## config.mk

```make
export PLATFORM = sky130hd
export DESIGN_NAME = disp_host_if
export DESIGN_NICKNAME = d
export VERILOG_FILES = /design/src/rtl/disp_host_pkg.sv /design/src/rtl/disp_host_sync.sv /design/src/rtl/disp_host_lockout.sv /design/src/rtl/disp_host_regs.sv /design/src/rtl/disp_host_glyph_ram.sv /design/src/rtl/disp_host_if.sv
export SDC_FILE = /design/constraint.sdc
export NUM_CORES = 1
export LEC_CHECK = 0
export BUFFER_PORTS_ARGS = -buffer_cell sky130_fd_sc_hd__buf_2
export CORE_ASPECT_RATIO = 2
export CORE_MARGIN = 2
export CORE_UTILIZATION = 30
export DETAILED_ROUTE_END_ITERATION = 8
export PLACE_DENSITY = 0.42
export SLEW_MARGIN = 20
export SYNTH_ARGS = -nofsm -noshare
export SYNTH_HDL_FRONTEND = slang
export SYNTH_SLANG_ARGS = --single-unit
export TNS_END_PERCENT = 20
```

## constraint.sdc

```tcl
create_clock -name clk -period 4.9 [get_ports clk]
set_input_delay 1.47 -clock clk [delete_from_list [all_inputs] [get_ports clk]]
set_output_delay 1.47 -clock clk [all_outputs]
set_load 0.01 [all_outputs]
```

## src/rtl/disp_host_pkg.sv

```systemverilog
package disp_host_pkg;

  localparam logic [7:0] BLANK_CODE = 8'h20;

  typedef enum logic [2:0] {
    AREA_FLASH,
    AREA_GLYPH_SEL,
    AREA_GLYPH_ROW,
    AREA_CELL,
    AREA_CTRL
  } area_e;

  // Area decode: the flash strobe overrides the two area bits.
  function automatic area_e decode_area(input logic fl_n, input logic [1:0] hi);
    area_e a;
    if (!fl_n) a = AREA_FLASH;
    else begin
      case (hi)
        2'b00:   a = AREA_GLYPH_SEL;
        2'b01:   a = AREA_GLYPH_ROW;
        2'b11:   a = AREA_CELL;
        default: a = AREA_CTRL;
      endcase
    end
    return a;
  endfunction

endpackage

```

## src/rtl/disp_host_sync.sv

```systemverilog
module disp_host_sync #(
  parameter int STAGES = 2
) (
  input  logic clk,
  input  logic rst,
  input  logic hold,
  input  logic wr_n_async,
  input  logic ce_n_async,
  output logic wr_pulse
);
  localparam int LEN = STAGES + 1;

  logic [LEN-1:0] wr_sr;
  logic [LEN-1:0] ce_sr;

  genvar g;
  generate
    for (g = 0; g < LEN; g++) begin : g_stage
      always_ff @(posedge clk) begin
        if (rst || hold) begin
          wr_sr[g] <= 1'b1;
          ce_sr[g] <= 1'b1;
        end else if (g == 0) begin
          wr_sr[g] <= wr_n_async;
          ce_sr[g] <= ce_n_async;
        end else begin
          wr_sr[g] <= wr_sr[g-1];
          ce_sr[g] <= ce_sr[g-1];
        end
      end
    end
  endgenerate

  // Rising strobe edge, qualified by enable as seen before that edge.
  assign wr_pulse = wr_sr[STAGES-1] & ~wr_sr[STAGES] & ~ce_sr[STAGES];

endmodule

```

## src/rtl/disp_host_lockout.sv

```systemverilog
module disp_host_lockout #(
  parameter int LOCK_CYC = 3
) (
  input  logic clk,
  input  logic rst,
  output logic busy
);
  localparam int CW = $clog2(LOCK_CYC + 1);
  localparam logic [CW-1:0] START = CW'(LOCK_CYC);

  logic [CW-1:0] cnt;

  always_ff @(posedge clk) begin
    if (rst) begin
      cnt  <= START;
      busy <= 1'b1;
    end else if (cnt != '0) begin
      cnt  <= cnt - 1'b1;
      busy <= (cnt != CW'(1));
    end else begin
      busy <= 1'b0;
    end
  end

endmodule

```

## src/rtl/disp_host_regs.sv

```systemverilog
module disp_host_regs
  import disp_host_pkg::*;
#(
  parameter int DIGITS = 8,
  parameter int DW     = 8,
  parameter int IDX_W  = 4
) (
  input  logic                       clk,
  input  logic                       rst,
  input  logic                       we_cell,
  input  logic                       we_flash,
  input  logic                       we_ctrl,
  input  logic                       we_sel,
  input  logic [$clog2(DIGITS)-1:0]  wdig,
  input  logic [DW-1:0]              wdata,
  input  logic [$clog2(DIGITS)-1:0]  rd_dig,
  output logic [DW-1:0]              cell_q,
  output logic                       cell_is_udc,
  output logic [IDX_W-1:0]           cell_idx,
  output logic [DIGITS-1:0]          flash_q,
  output logic [DW-1:0]              ctrl_q,
  output logic [IDX_W-1:0]           sel_q
);
  logic [DW-1:0] cells [DIGITS];
  logic [DW-1:0] rd_word;

  genvar d;
  generate
    for (d = 0; d < DIGITS; d++) begin : g_digit
      always_ff @(posedge clk) begin
        if (rst) begin
          cells[d]   <= BLANK_CODE;
          flash_q[d] <= 1'b0;
        end else begin
          if (we_cell && wdig == d) cells[d] <= wdata;
          if (we_flash && wdig == d) flash_q[d] <= wdata[0];
        end
      end
    end
  endgenerate

  always_comb rd_word = cells[rd_dig];

  always_ff @(posedge clk) begin
    if (rst) begin
      ctrl_q      <= '0;
      sel_q       <= '0;
      cell_q      <= BLANK_CODE;
      cell_is_udc <= 1'b0;
      cell_idx    <= '0;
    end else begin
      if (we_ctrl) ctrl_q <= wdata;
      if (we_sel)  sel_q  <= wdata[IDX_W-1:0];
      cell_q      <= rd_word;
      cell_is_udc <= rd_word[DW-1];
      cell_idx    <= rd_word[DW-1] ? rd_word[IDX_W-1:0] : '0;
    end
  end

endmodule

```

## src/rtl/disp_host_glyph_ram.sv

```systemverilog
module disp_host_glyph_ram #(
  parameter int AW = 7,
  parameter int W  = 5
) (
  input  logic          clk,
  input  logic          we,
  input  logic [AW-1:0] waddr,
  input  logic [W-1:0]  wdata,
  input  logic [AW-1:0] raddr,
  output logic [W-1:0]  rdata
);
  localparam int DEPTH = 1 << AW;

  logic [W-1:0] mem [DEPTH];

  always_ff @(posedge clk) begin
    if (we) mem[waddr] <= wdata;
    rdata <= mem[raddr];
  end

endmodule

```

## src/rtl/disp_host_if.sv

```systemverilog
module disp_host_if
  import disp_host_pkg::*;
#(
  parameter int DIGITS      = 8,
  parameter int DW          = 8,
  parameter int GLYPHS      = 16,
  parameter int GLYPH_ROWS  = 8,
  parameter int GLYPH_COLS  = 5,
  parameter int LOCK_CYC    = 3,
  parameter int SYNC_STAGES = 2,
  localparam int DIG_AW = $clog2(DIGITS),
  localparam int IDX_W  = $clog2(GLYPHS),
  localparam int ROW_AW = $clog2(GLYPH_ROWS)
) (
  input  logic                  clk,
  input  logic                  rst,
  input  logic                  host_fl_n,
  input  logic                  host_ce_n,
  input  logic                  host_wr_n,
  input  logic [4:0]            host_addr,
  input  logic [DW-1:0]         host_data,
  output logic                  busy,
  input  logic [DIG_AW-1:0]     char_rd_addr,
  output logic [DW-1:0]         char_rd_data,
  output logic                  char_rd_is_udc,
  output logic [IDX_W-1:0]      char_rd_udc_idx,
  input  logic [IDX_W-1:0]      udc_rd_char,
  input  logic [ROW_AW-1:0]     udc_rd_row,
  output logic [GLYPH_COLS-1:0] udc_rd_data,
  output logic [DIGITS-1:0]     flash_mask,
  output logic [DW-1:0]         ctrl_word,
  output logic [IDX_W-1:0]      udc_sel
);
  localparam int RAM_AW = IDX_W + ROW_AW;

  logic  wr_pulse;
  logic  wr_ok;
  area_e area;

  disp_host_lockout #(.LOCK_CYC(LOCK_CYC)) u_lock (
    .clk  (clk),
    .rst  (rst),
    .busy (busy)
  );

  disp_host_sync #(.STAGES(SYNC_STAGES)) u_sync (
    .clk        (clk),
    .rst        (rst),
    .hold       (busy),
    .wr_n_async (host_wr_n),
    .ce_n_async (host_ce_n),
    .wr_pulse   (wr_pulse)
  );

  always_comb begin
    area  = decode_area(host_fl_n, host_addr[4:3]);
    wr_ok = wr_pulse & ~busy;
  end

  disp_host_regs #(.DIGITS(DIGITS), .DW(DW), .IDX_W(IDX_W)) u_regs (
    .clk         (clk),
    .rst         (rst),
    .we_cell     (wr_ok && area == AREA_CELL),
    .we_flash    (wr_ok && area == AREA_FLASH),
    .we_ctrl     (wr_ok && area == AREA_CTRL),
    .we_sel      (wr_ok && area == AREA_GLYPH_SEL),
    .wdig        (host_addr[DIG_AW-1:0]),
    .wdata       (host_data),
    .rd_dig      (char_rd_addr),
    .cell_q      (char_rd_data),
    .cell_is_udc (char_rd_is_udc),
    .cell_idx    (char_rd_udc_idx),
    .flash_q     (flash_mask),
    .ctrl_q      (ctrl_word),
    .sel_q       (udc_sel)
  );

  disp_host_glyph_ram #(.AW(RAM_AW), .W(GLYPH_COLS)) u_ram (
    .clk   (clk),
    .we    (wr_ok && area == AREA_GLYPH_ROW),
    .waddr ({udc_sel, host_addr[ROW_AW-1:0]}),
    .wdata (host_data[GLYPH_COLS-1:0]),
    .raddr ({udc_rd_char, udc_rd_row}),
    .rdata (udc_rd_data)
  );

endmodule

```

==> key figures, run 1 <==
Layout
  – Footprint of the multi-input gates: 7080 µm²
  – Final non-filler cell total: slightly below 3000
  – NumNets Final: about 1600
  – Share of cells above drive strength 1: just under 30%
  – Fill count: 9135
  – Reg area: roughly 22000 µm²
  – Design area: 33900 µm²
  – Ant diodes: 0
  – Area grow syn2layout: 15.1%

Route
  – Final wirelength: slightly above 80 mm
  – Vias post-DR: about 14000
  – DRT antenna net count: 0
  – Routed vias/inst: approximately 4.7
  – First DRT Iteration DRCs: about 840
  – First-pass DRT Iterations: 5
  – Residual DRC: 0
  – Avg WL per Cell: approximately 28 µm

Yosys
  – Most used DFF post-synth: edfxtp_1
  – Synthesis-stage register bit count: 750
  – Mean Syn Cell Area: 20.8 µm²
  – Synth Net Count: 1450
  – Yosys warning count: 0
  – Synth area leader: edfxtp_1
  – Synth area leaders: edfxtp_1, mux4_2, dfxtp_1
  – Post-synth top area share: 71.7%
  – Register area share after synthesis: between 70% and 80%
  – Post-synth EDFFs: 704
  – Post-synth cell types: 36
  – Cell area after synthesis: 29500 µm²
  – Post-Synthesis Cells: approximately 1400
  – Ys async rst share: 0%
  – Most frequent cell after synthesis: edfxtp_1
  – Synth cell count leaders: edfxtp_1, mux4_2, nor2_1

Critical path
  – Slowest stage cell, crit path: mux4_2
  – Reg2reg end: u_regs.cells[4][4]
  – Max FO, Critical Path: 39
  – CP cell instances: buf_8 > buf_12 > buf_4 > mux4_2 > mux4_2 > mux4_2 > mux2_2
  – Reg2reg path depth: 4
  – Crit path kind: input pin to flip-flop
  – Worst R2R Setup Slack: around 1.7 ns
  – CP Capture Type: flip-flop
  – Buf+Inv Stages, Crit Path: 3
  – Launch point of the worst reg-to-reg path: u_lock.busy
  – CP Data Required Time: 5.42 ns
  – Most used cell, CP: mux4_2
  – Worst setup startpoint: udc_rd_row[0]
  – CP delay by family, top: multiplexers
  – Crit start category: input pin
  – Slowest stage delay, CP: ~0.54 ns
  – Crit path DAT: around 4.2 ns

Clock network
  – Clock Root Buffer: clkbuf_16
  – Post-CTS Setup Bufs: 0
  – PostCTS Resize Cnt: 0
  – Total CTS buffers: 68
  – H-tree depth: 3
  – Post-CTS Hold Buffers: 0
  – Clk_lat worst skew: approximately 0.65 ns
  – Clk buf depth: 3
  – Clock slew at reported path FFs: about 0.06 ns
  – Clk sinks: between 700 and 800
  – CTS tree: yes

Pwr
  – Pwr dens: around 390 nW/µm²
  – Total Power: 13.3 mW
  – Max VDD drop: 0.273 mV
  – Leak: about 11 nW

Place
  – GP Congestion: 0.754
  – Placed Area: ~32000 µm²
  – Cells after DPL: 2762
  – # port buffers: 66
  – HPWL after detailed placement: 54.1 mm

Floorplanning
  – Die footprint: approximately 100000 µm²
  – Core Area: a little under 100000 µm²
  – Die width: 226 µm
  – Starting density of the core: 30.2%
  – I/O pin count: 67
  – Die H: ~450 µm
  – Row cnt: between 150 and 200

STA
  – Clock Skew: 0.0240 ns
  – Setup TNS: 0 ns
  – Fin crit share: between 70% and 80%
  – Final Critical Period: between 3 and 4 ns
  – Pins Over Slew Limit: 0
  – Unrepaired setup endpoints after global routing: no
  – Max Freq: 275 MHz
  – Rel. slew slack: around 29%
  – Setup violators final: 0
  – Final hold slack: 0.401 ns
  – Hold Fails Final Rpt: 0
  – Worst Max-Slew Pin Slew: approximately 1.1 ns

Hold path
  – Hold Path End: u_sync.ce_sr[1]
  – Worst hold start: u_sync.ce_sr[0]
  – Hold Path Class: flip-flop to flip-flop
  – Hold Path Depth: 1

Global routing
  – Total track usage: ~16%
  – GR Overflow Total: 0
  – Pin count of the biggest net entering global routing: 119
  – First-pass GRT wire length: between 100 and 150 mm
  – Initial antenna violation count: 1
  – Vias in the first global route: ~15000

Run
  – Max-cap violation count: 0

Outcome
  – Run status: completed
## metal layers
| layer | global-route usage, % | wire length [µm] | part of all wire [%] |
|---|---|---|---|
| met1 | 15.5 | 26400 | 33 |
| met2 | 33.7 | 48600 | 60 |
| met3 | 2.64 | 2530 | 3.1 |
| met4 | 6.65 | 3070 | 3.8 |
| met5 | 0 | 9 | 0.011 |
## logic make-up (layout without fill, tap and decap cells)
kind of cell / Yosys count / in the layout / synth area share (%)
adders and majority gates: 6 / 6 / 0.255
AOI/OAI and AO/OA: 26 / 26 / 0.530
and+or+nand+nor: 302 / 302 / 5.08
muxes: 251 / 251 / 18.1
DFF: 750 / 750 / 74.8
xor gates and xnor gates: 1 / 1 / 0.0297
buffers and inverters: 80 / 238 / 1.16
## report_power, final
group          total [mW]  internal, mW  switching [mW]
sequential           7.04          7.03          0.0186
combinational       0.668         0.269           0.398
clock                5.64          3.22            2.42
total                13.3          10.5            2.84
## flip-flops by register name, indices dropped and copies added (netlist names)
signal	cells
u_sync.ce_sr	3
u_regs.sel_q	4
u_regs.cells	64
u_lock.busy	1
u_regs.cell_q	7
u_ram.rdata	5
u_ram.mem	640
u_regs.cell_is_udc	1
u_regs.ctrl_q	8
u_regs.flash_q	8
u_sync.wr_sr	3
u_regs.cell_idx	4
u_lock.cnt	2
## area by class of cell
type | instances | area share [%]
sequential | 750 | 65.0
clock buffer | 82 | 5.54
clock inverter | 42 | 1.29
multi-input combinational | 586 | 20.9
inverter | 5 | 0.0553
timing repair buffer | 109 | 2.41
tap | 1312 | 4.84
## cell usage in the layout (no fill, tap or decap), types with 14 or more instances in the layout
| cell | n |
|---|---|
| clkinv_1 | 16 |
| buf_4 | 37 |
| clkbuf_16 | 73 |
| mux2i_1 | 20 |
| dfxtp_1 | 46 |
| nor2_1 | 160 |
| nand3_1 | 23 |
| buf_2 | 59 |
| nand2_1 | 14 |
| edfxtp_1 | 704 |
| and2_1 | 58 |
| mux4_2 | 226 |
## metrics by stage
step,utilization [%],setup WS [ns]
after global placement,32.4,0.556
after detailed placement,32.4,0.562
after global routing,34.8,1.18
final,34.8,1.26
after floorplan,-,0.926
after CTS,34.8,1.25
## worst max-delay path by stage
| stage | to | cells past startpoint |
|---|---|---|
| after global placement | u_ram.rdata[4] | 7 |
| after floorplan | u_ram.rdata[0] | 6 |
| after detailed placement | u_ram.rdata[1] | 7 |
| final | u_ram.rdata[4] | 7 |
| after global routing | u_ram.rdata[1] | 7 |
| after CTS | u_ram.rdata[4] | 7 |
Power figures use the tool's default switching activity.
==> inputs of run 2 (changes only) <==
- ABC_AREA: unset -> 1
- clock period: 4.9 -> 3.7 ns (I/O delays scaled with it)
==> run 2 against run 1 <==
  * Area after synthesis is 4.6% higher
  * Critical path depth increased by 1
  * Flip-flop and latch count stayed put
  * Global-route usage rose by 1.7 points
  * Core utilization down 0.57 points
  * Highest routed layer unchanged
==> key figures, run 2 <==
Route
  – Avg WL per Cell: between 20 and 25 µm
  – Vias post-DR: 20400
  – Residual DRC: 0
  – First DRT Iteration DRCs: 1159
  – DRT antenna net count: 0
  – First-pass DRT Iterations: 5
  – Routed vias/inst: 4.90
  – Final wirelength: between 90 and 100 mm

STA
  – Setup ws final: between 1 and 1.5 ns
  – Rel. slew slack: ~31%
  – Hold Fails Final Rpt: 0
  – Final Critical Period: 2.64 ns
  – Setup TNS: 0 ns
  – Max Freq: around 380 MHz
  – Worst Max-Slew Pin Slew: around 1.0 ns
  – Unrepaired setup endpoints after global routing: no
  – Setup violators final: 0
  – Pins Over Slew Limit: 0
  – Fin crit share: between 70% and 80%
  – Clock Skew: roughly 0.025 ns

Yosys
  – Post-synth top area share: between 60% and 70%
  – Synth area leader: edfxtp_1
  – Mean Syn Cell Area: between 10 and 15 µm²
  – Ys async rst share: 0%
  – Most frequent cell after synthesis: nand2_1
  – Cell area after synthesis: about 31000 µm²
  – Synthesis-stage register bit count: 750
  – Synth cell count leaders: nand2_1, edfxtp_1, nand3_1
  – Synth Net Count: roughly 2800
  – Register area share after synthesis: between 70% and 80%
  – Post-Synthesis Cells: 2716
  – Synth area leaders: edfxtp_1, nand2_1, nand3_1
  – Yosys warning count: 0
  – Post-synth cell types: 30
  – Post-synth EDFFs: between 700 and 800
  – Most used DFF post-synth: edfxtp_1

Layout
  – Commonest cells after routing, fill and taps aside: nand2_1, edfxtp_1, nand3_1
  – NumNets Final: around 2800
  – Footprint of the multi-input gates: between 7000 and 8000 µm²
  – Area grow syn2layout: 13.5%
  – Largest regs: u_ram.mem x640, u_regs.cells x64
  – Most common cell after layout, fill and taps aside: nand2_1
  – Reg area: between 20000 and 25000 µm²
  – Top reg by flops: u_ram.mem
  – Share of cells above drive strength 1: 9.01%
  – Max FFs per register: 640
  – Fill count: just over 10000

Floorplanning
  – I/O pin count: 67
  – Row cnt: 166
  – Die width: approximately 230 µm
  – Die H: roughly 460 µm
  – Starting density of the core: a little under a third
  – Core Area: between 100000 and 150000 µm²
  – Die footprint: approximately 110000 µm²

Pwr
  – Internal power: 13.7 mW
  – Switching share of power: between 20% and 30%
  – NetSw: 4.06 mW
  – Combinational share of power: roughly 6.2%
  – Max VDD drop: about 0.33 mV
  – Total Power: 17.8 mW
  – Sequential group share of total power: 52.4%
  – Pwr dens: 509 nW/µm²
  – Clock power share: between 40 and 50%
  – Leak: 12.3 nW

Clock network
  – Clk buf depth: 3
  – Clock Root Buffer: clkbuf_16
  – Post-CTS Setup Bufs: 0
  – Clock slew at reported path FFs: 0.07 ns
  – Post-CTS Hold Buffers: 0
  – Clk_lat worst skew: 0.65 ns
  – Total CTS buffers: roughly 70
  – PostCTS Resize Cnt: 0
  – Clk sinks: 750
  – CTS tree: yes
  – H-tree depth: 3

Place
  – Dpl ws: 0.349 ns
  – GP Congestion: 0.819
  – # port buffers: 66
  – HPWL after detailed placement: around 60 mm

Critical path
  – Max FO, Critical Path: 16
  – Crit start category: input pin
  – Crit path DAT: 2.93 ns
  – Crit path kind: input pin to flip-flop
  – CP Capture Type: flip-flop
  – CP Data Required Time: 3.99 ns

Outcome
  – Run status: completed

Global routing
  – GR Overflow Total: 0
  – Initial antenna violation count: 3
  – Vias in the first global route: between 20000 and 25000
  – Pin count of the biggest net entering global routing: ~140
  – First-pass GRT wire length: ~140 mm
  – Total track usage: between 10% and 20%

Run
  – Max-cap violation count: 0

Hold path
  – Hold Path Class: flip-flop to flip-flop
-- run 2: cell types whose count changed in the layout (fill, tap and decap cells not counted), moves of 12 or more --
| cell | previous run | this run |
|---|---|---|
| nand2_1 | 14 | 790 |
| nand3_1 | 23 | 581 |
| mux4_2 | 226 | 0 |
| nor2_1 | 160 | 238 |
| and2_1 | 58 | 0 |
| o21ai_0 | 8 | 53 |
| inv_1 | 5 | 47 |
| buf_4 | 37 | 59 |
| mux2i_1 | 20 | 0 |
| a21oi_1 | 8 | 22 |
| nor3_1 | 2 | 14 |
-- run 2: final timing paths --
path	start	endpoint	slack (ns)	depth (start not counted)
setup reg to reg	u_regs.sel_q[3]	u_ram.mem[81][2]	1.28	4
hold reg to reg	u_sync.wr_sr[0]	u_sync.wr_sr[1]	0.41	2
setup / recovery	host_addr[3]	u_ram.mem[40][4]	1.06	8
hold / removal	u_sync.wr_sr[0]	u_sync.wr_sr[1]	0.41	2
-- run 2: worst max-delay path, stage by stage --
cell     delay, ns
buf_2         0.10
inv_1         0.06
ha_1          0.33
inv_1         0.12
nor3_4        0.32
nand2_1       0.11
buf_4         0.33
nor2_1        0.41
-- run 2: final cells by class --
| type | instances | share of cell area [%] |
|---|---|---|
| repair buffers | 135 | 3.09 |
| flip-flops and latches | 750 | 63.0 |
| clock inverters | 40 | 1.21 |
| multi-input cells | 1742 | 21.8 |
| inverters | 59 | 0.661 |
| well taps | 1344 | 4.81 |
| diodes | 1 | 0.00715 |
| clock buffers | 83 | 5.38 |
-- run 2: cells by family after synthesis --
logic type                 Yosys count  share of synthesized area (%)
and+or+nand+nor                   1632                           22.6
AOI/OAI and AO/OA                  104                           1.95
buffers and inverters              224                           3.70
DFF                                750                           71.6
adders and majority gates            6                          0.243
-- run 2: power by group through the flow --
stage          logic, mW  registers, mW  clock network [mW]
6_report            1.10           9.33                7.36
5_1_grt             1.22           9.33                7.83
4_1_cts             1.13           9.33                7.56
3_5_place_dp        1.13           9.52                   0
3_3_place_gp        1.13           9.52                   0
2_1_floorplan      0.595           9.51                   0
-- run 2: layer usage --
metal / part of all wire (%) / GRT usage [%] / vias to the layer above
li1: - / - / 9571
met1: 36 / 18.2 / 10200
met2: 57 / 36.5 / 450
met5: 0.024 / 0 / -
met4: 3.5 / 7.00 / 4
met3: 3.5 / 2.49 / 148
-- run 2: through the flow --
stage | std cells | util, % | hold WS (ns) | instance area [µm²]
after floorplan | 2716 | - | 0.388 | 30800
after global routing | 4154 | 34.2 | 0.441 | 35000
after global placement | 4030 | 32.0 | 0.390 | 32700
after detailed placement | 4030 | 32.0 | 0.396 | 32700
final | 4154 | 34.2 | 0.408 | 35000
after CTS | 4153 | 34.2 | 0.411 | 35000
==> inputs of run 3 (changes only) <==
- ABC_AREA: 1 -> 0
- clock period: 3.7 -> 2.8 ns (I/O delays scaled with it)
==> run 3 against run 2 <==
  * Combinational power rose by 19%
  * Design area rose by 3.2%
  * Clock power rose by 34%
  * Clock-buffer cell count rose by 3
  * Die area fell by 4.3%
  * Sequential power rose by 32%
  * Setup slack got worse by 1.0 ns
  * Cell count fell by 25%
  * Critical endpoint is now u_ram.rdata[1]
==> key figures, run 3 (synthesis gave the netlist of run 1 again) <==
Critical path
  – Most used cell, CP: mux4_2
  – Crit start category: input pin
  – Buf+Inv Stages, Crit Path: 3
  – Slowest stage delay, CP: ~0.58 ns
  – CP Data Required Time: approximately 3.3 ns
  – CP Capture Type: flip-flop
  – Number of cells on the critical path: 7
  – Launch point of the worst reg-to-reg path: u_sync.wr_sr[2]
  – CP delay by family, top: multiplexers
  – Worst R2R Setup Slack: roughly 0.20 ns
  – CP cell instances: buf_8 > buf_12 > buf_12 > mux4_2 > mux4_2 > mux4_2 > mux2_2
  – Reg2reg path depth: 8
  – Crit path DAT: ~3.3 ns
  – Slowest stage cell, crit path: mux4_2
  – Crit path kind: input pin to flip-flop
  – Reg2reg end: u_ram.mem[103][3]
  – Max FO, Critical Path: 20

Layout
  – Final Util: about 37%
  – Area grow syn2layout: 22.4%
  – Fill count: between 8000 and 9000
  – Top reg by flops: u_ram.mem
  – Most common cell after layout, fill and taps aside: edfxtp_1
  – NumNets Final: approximately 1800
  – Max FFs per register: 640
  – Largest regs: u_ram.mem x640, u_regs.cells x64
  – Design area: 36100 µm²
  – Commonest cells after routing, fill and taps aside: edfxtp_1, buf_4, mux4_2
  – Ant diodes: 0
  – Final non-filler cell total: between 3000 and 4000
  – Share of cells above drive strength 1: 38.0%

Route
  – Vias post-DR: around 15000
  – First DRT Iteration DRCs: slightly below 800
  – Routed vias/inst: ~4.7
  – Final wirelength: approximately 83 mm
  – DRT antenna net count: 0
  – First-pass DRT Iterations: 4
  – Avg WL per Cell: ~27 µm
  – Residual DRC: 0

Floorplanning
  – I/O pin count: between 60 and 70
  – Die width: between 200 and 250 µm
  – Starting density of the core: between 30% and 40%
  – Core Area: 97500 µm²
  – Die H: ~450 µm
  – Die footprint: 101000 µm²
  – Row cnt: about 160

STA
  – Fin crit share: 98.4%
  – Final Critical Period: between 2 and 3 ns
  – Pins Over Slew Limit: 0
  – Setup violators final: 0
  – Setup ws final: roughly 0.046 ns
  – Unrepaired setup endpoints after global routing: no
  – Hold Fails Final Rpt: 0
  – Clock Skew: approximately 0.018 ns
  – Final hold slack: ~0.38 ns
  – Worst Max-Slew Pin Slew: between 0.8 and 0.9 ns
  – Max Freq: approximately 360 MHz
  – Rel. slew slack: a little under half

Clock network
  – Post-CTS Hold Buffers: 0
  – Total CTS buffers: 68
  – Clk sinks: 750
  – Clock Root Buffer: clkbuf_16
  – Clk_lat worst skew: 0.64 ns
  – CTS tree: yes
  – Clock slew at reported path FFs: approximately 0.070 ns
  – H-tree depth: 3
  – Clk buf depth: 3

Hold path
  – Hold Path Depth: 2
  – Worst hold start: host_wr_n
  – Hold Path End: u_sync.wr_sr[0]
  – Hold Path Class: input pin to flip-flop

Pwr
  – Leak: 12.0 nW
  – Pwr dens: 650 nW/µm²
  – Max VDD drop: between 0.4 and 0.5 mV

Global routing
  – Pin count of the biggest net entering global routing: 57
  – First-pass GRT wire length: between 100 and 150 mm
  – Initial antenna violation count: 2
  – Total track usage: around 17%
  – Vias in the first global route: 16300
  – GR Overflow Total: 0

Outcome
  – Run status: completed

Place
  – GP Congestion: about 0.77
  – # port buffers: 66
  – Cells after DPL: 2984
  – Placed Area: 33700 µm²
  – HPWL after detailed placement: ~59 mm
  – Dpl ws: -0.658 ns

Run
  – Max-cap violation count: 0
## run 3: cell types whose count changed in the layout (fill, tap and decap cells not counted), sizes merged, moves of 10 or more
cell,before,now
nor2,239,160
mux4,0,226
and2,0,58
clkinv,34,21
inv,54,7
nand2,792,14
nor3,17,2
a21oi,22,8
o21ai,53,8
nand3,581,23
mux2i,0,20
buf,135,336
nand2b,0,10
## run 3: metal layers
metal / routed length [µm] / up-vias / GRT usage [%]
met5: 0 / - / 0
met4: 1900 / 0 / 4.85
met3: 2430 / 84 / 2.27
met2: 50000 / 281 / 35.0
met1: 28300 / 7750 / 16.8
li1: - / 6437 / -
## run 3: worst max path at each step
stage | endpoint | from
2_1_floorplan | u_ram.rdata[0] | udc_rd_row[0]
3_3_place_gp | u_ram.rdata[3] | udc_rd_row[0]
3_5_place_dp | u_ram.rdata[3] | udc_rd_row[0]
4_1_cts | u_ram.rdata[0] | udc_rd_row[0]
5_1_grt | u_ram.rdata[4] | udc_rd_row[0]
6_report | u_ram.rdata[1] | udc_rd_row[0]
## run 3: power by group
| group | switching (mW) | internal (mW) | total, mW |
|---|---|---|---|
| Sequential | 0.0275 | 12.3 | 12.3 |
| Combinational | 0.729 | 0.578 | 1.31 |
| Clock | 4.17 | 5.67 | 9.84 |
| Total | 4.92 | 18.5 | 23.5 |
## run 3: through the flow
step	total power, mW	setup TNS [ns]
4_1_cts	23.8	0
3_5_place_dp	13.9	-21.41
6_report	23.5	0
3_3_place_gp	13.9	-16.21
2_1_floorplan	13.2	-2.34
5_1_grt	24.2	0
## run 3: final cells by class
class	count	area (µm²)	area share, %
multi-input combinational	586	7080	19.6
clock buffer	86	1910	5.28
inverter	5	18.8	0.0520
tap	1312	1640	4.55
timing repair buffer	336	2970	8.23
sequential	750	22100	61.1
clock inverter	36	412	1.14
## run 3: repair_timing
item,CTS,global route
gates resized for setup,0,1
setup buffers,0,5
setup endpoints to repair,0,2
## run 3: worst register-to-register path, cell delays in order, from the launching register on
cell and delay (ns):
dfxtp_1 0.31, or4b_1 0.59, nor4b_2 0.27, buf_4 0.20, nand3_1 0.13, buf_12 0.22
buf_4 0.15, nor2_1 0.26, buf_4 0.19
